--- config.mk ---
export PLATFORM = sky130hd
export DESIGN_NAME = attn_bank
export DESIGN_NICKNAME = d
export VERILOG_FILES = /design/src/rtl/attn_pkg.sv /design/src/rtl/attn_ana_chan.sv /design/src/rtl/attn_dig_chan.sv /design/src/rtl/attn_bank.sv
export SDC_FILE = /design/constraint.sdc
export NUM_CORES = 1
export LEC_CHECK = 0
export BUFFER_PORTS_ARGS = -buffer_cell sky130_fd_sc_hd__buf_4
export CAP_MARGIN = 20
export CORE_MARGIN = 2
export CORE_UTILIZATION = 60
export CTS_BUF_LIST = sky130_fd_sc_hd__clkbuf_4 sky130_fd_sc_hd__clkbuf_8 sky130_fd_sc_hd__clkbuf_16
export DETAILED_ROUTE_END_ITERATION = 10
export PLACE_DENSITY_LB_ADDON = 0.1
export SETUP_SLACK_MARGIN = 0.1
export SKIP_LAST_GASP = 1
export SYNTH_ARGS = -nofsm -noshare
export SYNTH_HDL_FRONTEND = slang
export SYNTH_SLANG_ARGS = --single-unit
--- constraint.sdc ---
create_clock -name clk -period 4.2 [get_ports clk]
set_input_delay 0.42 -clock clk [delete_from_list [all_inputs] [get_ports clk]]
set_output_delay 0.42 -clock clk [all_outputs]
set_load 0.1 [all_outputs]
--- src/rtl/attn_pkg.sv ---
// Package: shared widths, reset codes and register addresses for the
// attenuation bank. Assumes the address layout is fixed: analog
// channels are contiguous from ANA_BASE, digital channels from DIG_BASE.
package attn_pkg;
    localparam int ADDR_W  = 7;
    localparam int WORD_W  = 9;
    localparam int ANA_W   = 7;
    localparam int DIG_W   = 8;
    localparam int UPD_BIT = 8;
    localparam int ZC_BIT  = 7;

    localparam logic [ANA_W-1:0]  ANA_RESET  = 7'h6B;
    localparam logic [DIG_W-1:0]  DIG_RESET  = 8'hFF;
    localparam logic [ADDR_W-1:0] ANA_BASE   = 7'h06;
    localparam logic [ADDR_W-1:0] MASTER_ADR = 7'h0A;
    localparam logic [ADDR_W-1:0] DIG_BASE   = 7'h0B;
endpackage

--- src/rtl/attn_ana_chan.sv ---
// Module: one analog attenuation channel with a pending latch, an
// active register and zero-cross gating. Assumes commit_i and ld_i
// can be high in the same cycle; the loaded value then takes part
// in the commit. The sign input is synchronous to clk.
module attn_ana_chan
    import attn_pkg::*;
#(
    parameter int ZC_TIMEOUT = 1024
) (
    input  logic             clk,
    input  logic             rst_n,
    input  logic             ld_i,
    input  logic [ANA_W-1:0] code_i,
    input  logic             zc_i,
    input  logic             commit_i,
    input  logic             sign_i,
    output logic [ANA_W-1:0] atten_o
);
    localparam int CNT_W = $clog2(ZC_TIMEOUT + 1);
    localparam logic [CNT_W-1:0] CNT_LAST = CNT_W'(ZC_TIMEOUT - 1);

    logic [ANA_W-1:0] pend_code_q, pend_code_d;
    logic             pend_zc_q, pend_zc_d;
    logic [ANA_W-1:0] target_q, active_q;
    logic             armed_q, sign_q;
    logic [CNT_W-1:0] cnt_q;
    logic             sign_edge;

    // Next pending values: the current write overrides the stored latch.
    always_comb begin
        pend_code_d = ld_i ? code_i : pend_code_q;
        pend_zc_d   = ld_i ? zc_i   : pend_zc_q;
    end

    assign sign_edge = (sign_i != sign_q);

    // Pending latch and previous-sign register.
    always_ff @(posedge clk) begin
        if (!rst_n) begin
            pend_code_q <= ANA_RESET;
            pend_zc_q   <= 1'b0;
            sign_q      <= 1'b0;
        end else begin
            pend_code_q <= pend_code_d;
            pend_zc_q   <= pend_zc_d;
            sign_q      <= sign_i;
        end
    end

    // Active register: immediate load, or arm and wait for zero cross/timeout.
    always_ff @(posedge clk) begin
        if (!rst_n) begin
            active_q <= ANA_RESET;
            target_q <= ANA_RESET;
            armed_q  <= 1'b0;
            cnt_q    <= '0;
        end else if (commit_i) begin
            target_q <= pend_code_d;
            cnt_q    <= '0;
            if (pend_zc_d) begin
                armed_q <= 1'b1;
            end else begin
                armed_q  <= 1'b0;
                active_q <= pend_code_d;
            end
        end else if (armed_q) begin
            if (sign_edge || cnt_q == CNT_LAST) begin
                active_q <= target_q;
                armed_q  <= 1'b0;
                cnt_q    <= '0;
            end else begin
                cnt_q <= cnt_q + 1'b1;
            end
        end
    end

    assign atten_o = active_q;
endmodule

--- src/rtl/attn_dig_chan.sv ---
// Module: one digital attenuation channel, a pending latch plus an
// active register. Assumes a load and a commit in the same cycle
// commit the loaded value.
module attn_dig_chan
    import attn_pkg::*;
(
    input  logic             clk,
    input  logic             rst_n,
    input  logic             ld_i,
    input  logic [DIG_W-1:0] code_i,
    input  logic             commit_i,
    output logic [DIG_W-1:0] atten_o
);
    logic [DIG_W-1:0] pend_q, pend_d, active_q;

    // Next pending value with the current write folded in.
    assign pend_d = ld_i ? code_i : pend_q;

    // Pending and active registers.
    always_ff @(posedge clk) begin
        if (!rst_n) begin
            pend_q   <= DIG_RESET;
            active_q <= DIG_RESET;
        end else begin
            pend_q <= pend_d;
            if (commit_i) active_q <= pend_d;
        end
    end

    assign atten_o = active_q;
endmodule

--- src/rtl/attn_bank.sv ---
// Module: top of the attenuation register bank. Decodes writes into
// per-channel loads and a global commit. Assumes at most one write
// per cycle and that the address is valid while wr_en_i is high.
module attn_bank
    import attn_pkg::*;
#(
    parameter int NUM_ANA    = 4,
    parameter int NUM_DIG    = 3,
    parameter int ZC_TIMEOUT = 1024
) (
    input  logic                     clk,
    input  logic                     rst_n,
    input  logic                     wr_en_i,
    input  logic [ADDR_W-1:0]        wr_addr_i,
    input  logic [WORD_W-1:0]        wr_data_i,
    input  logic [NUM_ANA-1:0]       ana_sign_i,
    output logic [ANA_W*NUM_ANA-1:0] ana_atten_o,
    output logic [DIG_W*NUM_DIG-1:0] dig_atten_o
);
    localparam logic [ADDR_W-1:0] LAST_ADR = DIG_BASE + ADDR_W'(NUM_DIG - 1);

    logic addr_ok;
    logic commit;

    // Valid address window and the global commit strobe.
    always_comb begin
        addr_ok = (wr_addr_i >= ANA_BASE) && (wr_addr_i <= LAST_ADR);
        commit  = wr_en_i && addr_ok && wr_data_i[UPD_BIT];
    end

    for (genvar i = 0; i < NUM_ANA; i++) begin : g_ana
        logic ld;
        // Load on the channel's own address or the master address.
        assign ld = wr_en_i && ((wr_addr_i == ANA_BASE + ADDR_W'(i)) ||
                                (wr_addr_i == MASTER_ADR));
        attn_ana_chan #(.ZC_TIMEOUT(ZC_TIMEOUT)) u_chan (
            .clk      (clk),
            .rst_n    (rst_n),
            .ld_i     (ld),
            .code_i   (wr_data_i[ANA_W-1:0]),
            .zc_i     (wr_data_i[ZC_BIT]),
            .commit_i (commit),
            .sign_i   (ana_sign_i[i]),
            .atten_o  (ana_atten_o[ANA_W*i +: ANA_W])
        );
    end

    for (genvar j = 0; j < NUM_DIG; j++) begin : g_dig
        logic ld;
        // Load on the channel's own address.
        assign ld = wr_en_i && (wr_addr_i == DIG_BASE + ADDR_W'(j));
        attn_dig_chan u_chan (
            .clk      (clk),
            .rst_n    (rst_n),
            .ld_i     (ld),
            .code_i   (wr_data_i[DIG_W-1:0]),
            .commit_i (commit),
            .atten_o  (dig_atten_o[DIG_W*j +: DIG_W])
        );
    end
endmodule

==> qor.csv <==
stage,metric,value,unit
detailed_routing,first_iter_violations,439,
synth,synth_edf_count,0,
pwr,vdd_drop_max,0.345,mV
cts,cts_hold_buffers,0,
timing,fmax,366,MHz
placement,dp_slack,1.20,ns
cts,ctsRootBufferMaster,clkbuf_16,
layout,antennaDiodeCount,0,
critical_path,critical_path_arrival,3.05,ns
critical_path,worst_path_max_delay_cell,o41ai_1,
critical_path,max_stage_delay,0.79,ns
synth,yosysUniqueCellTypes,62,
timing,whs,0.211,ns
layout,layout_commonest_cell,dfxtp_1,
critical_path,crit_family,simple AND/OR/NAND/NOR gates,
layout,multi_input_area,3410,um^2
placement,placed_cells,957,
floorplan,die_area,13300,um^2
detailed_routing,routedWlPerCell,17.0,um
placement,dp_hpwl,11100,um
synth,synth_seq_cells,188,
global_routing,grt.total_usage,26.5,%
critical_path,path_buf_inv,0,
cts,htreeDepth,4,
timing,fin_setup_tns,0,ns
outcome,status,finished clean,
timing,skew,0.00648,ns
timing,relSlewSlack,33.8,%
synth,ys_warn_count,0,
layout,final_cell_mix,"dfxtp_1, nand2_1, nor2_1",
timing,fin_crit_sh,65.1,%
cts,clkLatencyLatePin,0.43,ns
synth,syn_area_per_cell,9.57,um^2
global_routing,antenna_found_initial,0,
timing,fin_ws,1.47,ns
global_routing,grt_pass1_wl,27300,um
layout,nets,856,
global_routing,grt_overflow,0,
critical_path,crit_fanout,7,
detailed_routing,via_per_inst,5.80,
critical_path,crit_path_cell_trace,"ha_1, nand3_1, o41ai_1, nand3_1, and2_0, mux2_2",
timing,hold_viol,0,
synth,syn_inst,774,
floorplan,die-width,115,um
cts,cts_resized,0,
timing,final.min_clock_period,2.73,ns
critical_path,start_kind,register,
cts,clock_sinks,188,
floorplan,ios,75,
detailed_routing,dr.pass1.iters,5,
critical_path,crit_type,register to register,
synth,synthFlopType,dfxtp_1,
global_routing,grt_max_degree,85,
floorplan,rows,40,
synth,synthArstFlopShare,0,%
synth,synth.cell_area,7410,um^2
floorplan,core-area,12000,um^2
layout,syn_to_final_growth,15.6,%
cts,path_clk_slew,0.07,ns
pwr,p_leak,3.52,nW
cts,cts_tree,yes,
timing,worstMarginPinSlew,0.988,ns
cts,cts.path.max_buffers,2,
critical_path,critPathRequiredTime,4.52,ns
synth,synth.yosys.seq_area_share,50.8,%
global_routing,grt_pass1_vias,5561,
cts,cts_buffers,17,
detailed_routing,drt-total-wl,16800,um
synth,synth_nets,801,
min_path,hp-class,primary input to register,
placement,io_buffers,74,
layout,stdcell_count,989,
layout,regArea,3760,um^2
timing,setup_viol_count_final,0,
critical_path,r2r_setup_slack,1.47,ns
detailed_routing,drc_errors,0,
pwr,power_density,412,nW/um^2
timing,final-max-slew-violation-count,0,
timing,rsz0062_at_grt,false,
flow_run,maxCapViolCount,0,
detailed_routing,via_count,5740,
layout,drive_gt1_share,16.4,%
placement,place_congestion,0.804,
layout,fill_cells,932,
critical_path,end_kind,register,
detailed_routing,postRouteAntennaNets,0,
critical_path,cpMostUsedCell,nand3_1,
cts,post_cts_buffers,0,
floorplan,initial_utilization,61.7,%
floorplan,die_h,115,um
-- per-layer routing --
metal,vias up,routed length (um),GRT usage (%)
met5,-,0,0
met4,0,211,8.11
met3,18,832,5.59
met2,147,8340,45.2
met1,2769,7410,33.8
li1,2806,-,-
-- through the flow --
step	utilization (%)	total power, mW	instance area (um^2)
2_1_floorplan	-	1.95	7410
4_1_cts	71.3	3.55	8570
6_report	71.3	3.53	8570
3_5_place_dp	66.5	2.02	7990
5_1_grt	71.3	3.64	8570
3_3_place_gp	66.5	2.01	7990
-- cells in the mapped netlist, types with 15 or more instances --
cell type | number | area share (%)
nand4_1 | 17 | 1.4
dfxtp_1 | 188 | 51
a21oi_1 | 15 | 1.0
nor2_1 | 80 | 4.1
nand3_1 | 23 | 1.6
o211ai_1 | 17 | 1.7
o21ai_0 | 22 | 1.5
nand2_1 | 112 | 5.7
xnor2_1 | 19 | 2.2
clkbuf_1 | 27 | 1.4
mux2i_1 | 47 | 6.3
xor2_1 | 21 | 2.5
-- registers in the layout (all words and copies together), names as in the netlist --
| register | count |
|---|---|
| g_ana.u_chan.armed_q | 4 |
| g_ana.u_chan.atten_o | 28 |
| g_ana.u_chan.cnt_q | 44 |
| g_ana.u_chan.pend_code_q | 28 |
| g_ana.u_chan.pend_zc_q | 4 |
| g_ana.u_chan.sign_q | 4 |
| g_ana.u_chan.target_q | 28 |
| g_dig.u_chan.atten_o | 24 |
| g_dig.u_chan.pend_q | 24 |
-- worst paths after layout --
kind / startpoint / to / cells after the start
max reg2reg: g_ana[2].u_chan.cnt_q[0] / g_ana[2].u_chan.atten_o[2] / 6
max: g_ana[2].u_chan.cnt_q[0] / g_ana[2].u_chan.atten_o[2] / 6
min reg2reg: g_ana[2].u_chan.cnt_q[10] / g_ana[2].u_chan.cnt_q[10] / 2
min: ana_sign_i[2] / g_ana[2].u_chan.sign_q / 2
-- cell families after synthesis --
family	share of synthesized area, %
and+or+nand+nor	18.5
buffers and inverters	3.21
AOI/OAI and AO/OA	14.2
DFF	50.8
xor gates and xnor gates	4.73
muxes	7.87
adders and majority gates	0.675
-- power breakdown --
part	total, mW	switching [mW]	internal (mW)
sequential	1.80	0.00545	1.79
clock	1.55	0.667	0.885
combinational	0.179	0.132	0.0463
total	3.53	0.805	2.72
-- final cells by class --
type	count	area share, %
timing repair buffer	79	6.92
clock buffer	24	5.73
inverter	11	0.482
tap	147	2.15
clock inverter	8	0.993
sequential	188	43.9
multi-input combinational	532	39.8
No activity file was read; power rests on OpenSTA's default activity.
